==> src/rtl/irq_mask_pkg.sv <==
// Package: shared constants for the three-source interrupt controller.
// Assumes the cause order below is the priority order (highest index wins).
package irq_mask_pkg;
    localparam int NUM_SRC   = 3;
    localparam int SRC_EXT   = 0;
    localparam int SRC_VIDEO = 1;
    localparam int SRC_TIMER = 2;

    // Vector for cause idx: two bytes per cause above the base.
    function automatic logic [15:0] src_vector(input logic [15:0] base, input int idx);
        return base + 16'(2 * idx);
    endfunction
endpackage

==> src/rtl/irq_mask_regs.sv <==
// Module: holds the disable mask and the latched timer pending flag.
// Assumes wr_mask and wr_ack are already decoded and never both high.
module irq_mask_regs #(
    parameter int N = 3
) (
    input  logic         clk,
    input  logic         rst_n,
    input  logic         wr_mask,
    input  logic         wr_ack,
    input  logic [N-1:0] wdata,
    input  logic         timer_evt,
    output logic [N-1:0] mask_q,
    output logic         tmr_pend
);
    // Disable register: loads low bits on a decoded write.
    always_ff @(posedge clk) begin
        if (!rst_n)       mask_q <= '0;
        else if (wr_mask) mask_q <= wdata;
    end

    // Timer flag: a new event wins over a same-cycle acknowledge.
    always_ff @(posedge clk) begin
        if (!rst_n)         tmr_pend <= 1'b0;
        else if (timer_evt) tmr_pend <= 1'b1;
        else if (wr_ack)    tmr_pend <= 1'b0;
    end
endmodule

==> src/rtl/irq_mask_prio.sv <==
// Module: fixed-priority select among active causes and vector lookup.
// Assumes the highest index has the highest priority.
module irq_mask_prio #(
    parameter int          N        = 3,
    parameter logic [15:0] VEC_BASE = 16'hFFF6
) (
    input  logic [N-1:0] active,
    output logic [N-1:0] grant,
    output logic         any,
    output logic [15:0]  vector
);
    logic [N:0] above;

    assign above[N] = 1'b0;

    genvar gi;
    generate
        for (gi = N - 1; gi >= 0; gi--) begin : g_rank
            // Each cause wins only if no higher cause is active.
            assign above[gi] = above[gi+1] | active[gi];
            assign grant[gi] = active[gi] & ~above[gi+1];
        end
    endgenerate

    assign any = above[0];

    // Vector: OR of the granted cause's address (grant is one-hot or zero).
    always_comb begin
        vector = '0;
        for (int i = 0; i < N; i++) begin
            if (grant[i]) vector = vector | irq_mask_pkg::src_vector(VEC_BASE, i);
        end
    end
endmodule

==> src/rtl/irq_mask_readmux.sv <==
// Module: read data select for the disable and status addresses.
// Assumes unknown addresses must read as zero.
module irq_mask_readmux #(
    parameter int                ADDR_W    = 16,
    parameter int                DATA_W    = 8,
    parameter int                N         = 3,
    parameter logic [ADDR_W-1:0] MASK_ADDR = 16'h1402,
    parameter logic [ADDR_W-1:0] STAT_ADDR = 16'h1403
) (
    input  logic [ADDR_W-1:0] addr,
    input  logic [N-1:0]      mask_q,
    input  logic [N-1:0]      status,
    output logic [DATA_W-1:0] rdata
);
    // Read mux: zero-extend the addressed field.
    always_comb begin
        rdata = '0;
        if (addr == MASK_ADDR)      rdata = DATA_W'(mask_q);
        else if (addr == STAT_ADDR) rdata = DATA_W'(status);
    end
endmodule

==> src/rtl/irq_mask_ctrl.sv <==
// Module: top of the three-source masked interrupt controller.
// Assumes timer_evt is a single-cycle pulse and level inputs are synchronous.
module irq_mask_ctrl #(
    parameter int                  ADDR_W    = 16,
    parameter int                  DATA_W    = 8,
    parameter logic [ADDR_W-1:0]   MASK_ADDR = 16'h1402,
    parameter logic [ADDR_W-1:0]   STAT_ADDR = 16'h1403,
    parameter logic [15:0]         VEC_BASE  = 16'hFFF6
) (
    input  logic              clk,
    input  logic              rst_n,
    input  logic [ADDR_W-1:0] bus_addr,
    input  logic              bus_wr,
    input  logic [DATA_W-1:0] bus_wdata,
    output logic [DATA_W-1:0] bus_rdata,
    input  logic              timer_evt,
    input  logic              irq1_lvl,
    input  logic              irq2_lvl,
    output logic              irq_req,
    output logic [2:0]        irq_grant,
    output logic [15:0]       irq_vector
);
    import irq_mask_pkg::*;

    localparam int N = NUM_SRC;

    logic         wr_mask;
    logic         wr_ack;
    logic [N-1:0] mask_q;
    logic         tmr_pend;
    logic [N-1:0] status;
    logic [N-1:0] active;
    logic         unused_wdata;

    // Address decode for the two writable locations.
    assign wr_mask = bus_wr && (bus_addr == MASK_ADDR);
    assign wr_ack  = bus_wr && (bus_addr == STAT_ADDR);

    assign unused_wdata = ^bus_wdata[DATA_W-1:N];

    // Raw waiting state in status bit order.
    always_comb begin
        status            = '0;
        status[SRC_EXT]   = irq2_lvl;
        status[SRC_VIDEO] = irq1_lvl;
        status[SRC_TIMER] = tmr_pend;
    end

    assign active = status & ~mask_q;

    irq_mask_regs #(.N(N)) u_regs (
        .clk       (clk),
        .rst_n     (rst_n),
        .wr_mask   (wr_mask),
        .wr_ack    (wr_ack),
        .wdata     (bus_wdata[N-1:0]),
        .timer_evt (timer_evt),
        .mask_q    (mask_q),
        .tmr_pend  (tmr_pend)
    );

    irq_mask_prio #(.N(N), .VEC_BASE(VEC_BASE)) u_prio (
        .active (active),
        .grant  (irq_grant),
        .any    (irq_req),
        .vector (irq_vector)
    );

    irq_mask_readmux #(
        .ADDR_W(ADDR_W), .DATA_W(DATA_W), .N(N),
        .MASK_ADDR(MASK_ADDR), .STAT_ADDR(STAT_ADDR)
    ) u_rmux (
        .addr   (bus_addr),
        .mask_q (mask_q),
        .status (status),
        .rdata  (bus_rdata)
    );
endmodule

==> config.mk <==
export PLATFORM = sky130hd
export DESIGN_NAME = irq_mask_ctrl
export DESIGN_NICKNAME = d
export VERILOG_FILES = /design/src/rtl/irq_mask_pkg.sv /design/src/rtl/irq_mask_regs.sv /design/src/rtl/irq_mask_prio.sv /design/src/rtl/irq_mask_readmux.sv /design/src/rtl/irq_mask_ctrl.sv
export SDC_FILE = /design/constraint.sdc
export NUM_CORES = 1
export LEC_CHECK = 0
export ABC_AREA = 1
export BUFFER_PORTS_ARGS = -buffer_cell sky130_fd_sc_hd__buf_2
export CORE_MARGIN = 2
export CORE_UTILIZATION = 33
export CTS_BUF_LIST = sky130_fd_sc_hd__clkbuf_8
export CTS_CLUSTER_DIAMETER = 200
export DETAILED_ROUTE_END_ITERATION = 12
export GPL_ROUTABILITY_DRIVEN = 0
export PLACE_DENSITY = 0.82
export SLEW_MARGIN = 20
export SYNTH_ARGS = -nofsm -noshare
export SYNTH_HDL_FRONTEND = slang
export SYNTH_SLANG_ARGS = --single-unit
==> constraint.sdc <==
create_clock -name clk -period 1.25 [get_ports clk]
set_input_delay 0 -clock clk [delete_from_list [all_inputs] [get_ports clk]]
set_output_delay 0 -clock clk [all_outputs]
set_load 0.05 [all_outputs]
==> summary.md <==
| Metric | Value |
|---|---|
| Post-detailed-placement cell area | `673 um2` |
| Area Growth Syn to Fin | `75.2%` |
| Maximum achievable frequency | `797 MHz` |
| P_leak | `0.000458 uW` |
| Overall power | `763 uW` |
| Root Driver | `clkbuf_8` |
| RSZ-0062 raised after global routing | `true` |
| Tightest hold margin | `0.00449 ns` |
| Clock network latency to the later pin of the worst-skew pair | `0.22 ns` |
| Number of rows in the core area | `13` |
| Combinational family with the most area after synthesis | `buffers and inverters` |
| Post-Synth Adder-Cell Area | `0%` |
| Synth Warn # | `0` |
| Sw Ratio | `41.2%` |
| Average detailed-routed wire length per instance | `8.71 um` |
| TritonCTS buffer count | `3` |
| GRT Residual Overflow | `0` |
| Number of cells on the worst reg-to-reg path | `4` |
| Overall die width | `42.3 um` |
| Cell count after placement | `131` |
| HPWL Detailed | `984 um` |
| Antenna fix cells | `0` |
| XOR/XNOR share of the synthesized area | `0%` |
| Starting DRT DRC Count | `3` |
| Portion of netlist area occupied by mux cells | `0%` |
| Global-route wire length before repair | `1.97 mm` |
| Number of sinks driven by the clock tree | `4` |
| Clock network power share | `35.3%` |
| GRT Overall Usage | `14.5%` |
| Max Root-Sink Buffers | `2` |
| Tmin final | `1.26 ns` |
| Total iterations of the first detailed-routing run | `2` |
| Comb power frac | `47.2%` |
| Clock tree from TritonCTS | `built` |
| Cell Area, Synth | `484 um2` |
| Utilization of the core after routing | `63.6%` |
| Count of unresolved DRC violations after routing | `0` |
| Worst path required time | `1.25 ns` |
| Total of flip-flops plus latches after synthesis | `4` |
| Via count | `562` |
| Switching pwr | `314 uW` |
| Violated checks | `setup timing` |
| Number of hold-slack violations in the final timing report | `0` |
| I/O pin count | `58` |
| Share of the synthesized area in compound gates (AO/OA/AOI/OAI) | `6.72%` |
| Chip Height | `42.3 um` |
| Startpoint Class | `register` |
| Final worst slack | `-0.00539 ns` |
| H-tree levels | `1` |
| Core Area | `1330 um2` |
| Crit path DAT | `1.26 ns` |
| Classification of the worst-slack hold path | `in2reg` |
| Fraction of layout cells with a size suffix above 1 | `53.3%` |
| Starting utilization of the core area | `36.3%` |
| Power density over cell area | `899 nW/um2` |
| Distinct cell type count after synthesis | `15` |
| CP max FO | `6` |
| Final number of setup-violating endpoints | `6` |
| Synthesized instance count | `83` |
| Nets | `152` |
| Internal Pwr Total | `449 uW` |
| Vias in the first global route | `510` |
| Number of cells on the worst hold path | `3` |
| Die outline area | `1790 um2` |
| Sequential cell area fraction in the yosys report | `16.5%` |
| Maximum number of pins on one net before global-route repair | `13` |
| Fraction of power consumed by sequential logic | `17.4%` |
| Antenna violations before repair | `0` |
| Clock-pin slew on the worst setup and hold paths | `0.03 ns` |
| Worst setup EP type | `primary output` |
| Worst vdd ir | `0.573 mV` |
| Non-filler instance count after layout | `135` |
| Via-to-Cell Ratio | `4.16` |
| Design area | `848 um2` |
| DRT Wirelength | `1.18 mm` |
| Count of input and output buffers | `46` |
| Clock tree skew after final layout | `0 ns` |
| Type of the setup path with the least slack | `reg2out` |
| Number of slew-limit violations in the final report | `0` |
| Result of the run | `finished, violations left` |
| Max Cap Viol | `0` |
| Portion of the clock cycle consumed by the worst path in the final layout | `100%` |
| Post-route antenna net violation count | `0` |
| Area fraction in and, or, nand and nor cells after synthesis | `38.0%` |
| Mapped Avg Cell Area | `5.83 um2` |
[final timing paths]
check,slack (ns),start,to
worst min-delay path,0.004,bus_wdata[0],u_regs.mask_q[0]
worst max register to register,0.51,u_regs.mask_q[1],u_regs.mask_q[1]
worst min register to register,0.46,u_regs.tmr_pend,u_regs.tmr_pend
worst max-delay path,-0.005,u_regs.tmr_pend,irq_vector[11]
[cell type report]
class	instances	area, um2
sequential	4	81.3
tap	15	18.8
clock buffer	3	41.3
timing repair buffer	46	337
multi-input combinational	54	319
fill	120	485
inverter	13	51.3
[critical path, stage by stage, from the launching register on]
cell	delay, ns
dfxtp_2	0.32
inv_2	0.05
nor2_4	0.12
inv_2	0.06
o21ai_4	0.09
inv_4	0.11
nand2_8	0.13
buf_8	0.15
[state kept, by name (all words and copies together) (netlist names)]
name and count:
u_regs.mask_q 3, u_regs.tmr_pend 1
[per-layer routing]
layer	vias up	share of wire, %	track usage (%)
met5	-	0	0
met4	0	3.4	14.4
met3	4	8.0	3.02
met2	28	51	23.1
met1	226	37	15.3
li1	304	-	-
[through the flow]
step | setup WS [ns] | setup TNS [ns]
final | -0.00539 | -0.0255
after global routing | -0.0762 | -0.832
after CTS | -0.0200 | -0.225
after detailed placement | 0.154 | 0
after global placement | 0.156 | 0
after floorplan | -0.246 | -2.93
[synth_stat cells]
cell type | number | area (um2)
buf_4 | 18 | 135
nand2_1 | 18 | 67.6
nor2_1 | 16 | 60.1
inv_1 | 13 | 48.8
dfxtp_1 | 4 | 80.1
nand3_1 | 2 | 10.0
nor2_2 | 2 | 12.5
o21ai_0 | 2 | 10.0
o22ai_1 | 2 | 12.5
a21oi_1 | 1 | 5.00
conb_1 | 1 | 3.75
nand3_4 | 1 | 17.5
nor2_4 | 1 | 11.3
nor3_1 | 1 | 5.00
o21ai_1 | 1 | 5.00
[power by group through the flow]
stage,Sequential (uW),Combinational (uW),Clock [uW]
after floorplan,134,305,0
after global placement,134,304,0
after detailed placement,135,307,0
after CTS,133,322,280
after global routing,133,380,291
final,133,360,270
[placed cells by master, fill, tap and decap left out]
cell type and count:
a21oi_1 1, buf_2 32, buf_4 1, buf_6 7
buf_8 6, clkbuf_8 3, conb_1 6, dfxtp_1 3
dfxtp_2 1, inv_1 10, inv_2 2, inv_4 1
nand2_1 15, nand2_4 2, nand2_8 2, nand3_1 2
nand3_4 1, nor2_1 15, nor2_2 1, nor2_4 3
nor3_2 1, o21ai_1 2, o21ai_4 1, o22ai_1 2
[cell families after synthesis]
family / after synthesis
AO/OA/AOI/OAI: 6
buffers and inverters: 31
flip-flops: 4
other: 1
AND/OR/NAND/NOR: 41
[timing repair]
item / 4_1_cts / 5_1_grt
setup endpoints to repair: 16 / 14
setup buffers: 0 / 0
hold buffers: 0 / 0
gates resized for setup: 14 / 23
gates cloned: 0 / 1
endpoints found under the hold margin: 0 / 0
Note: power is estimated with default switching activity, not from simulation.
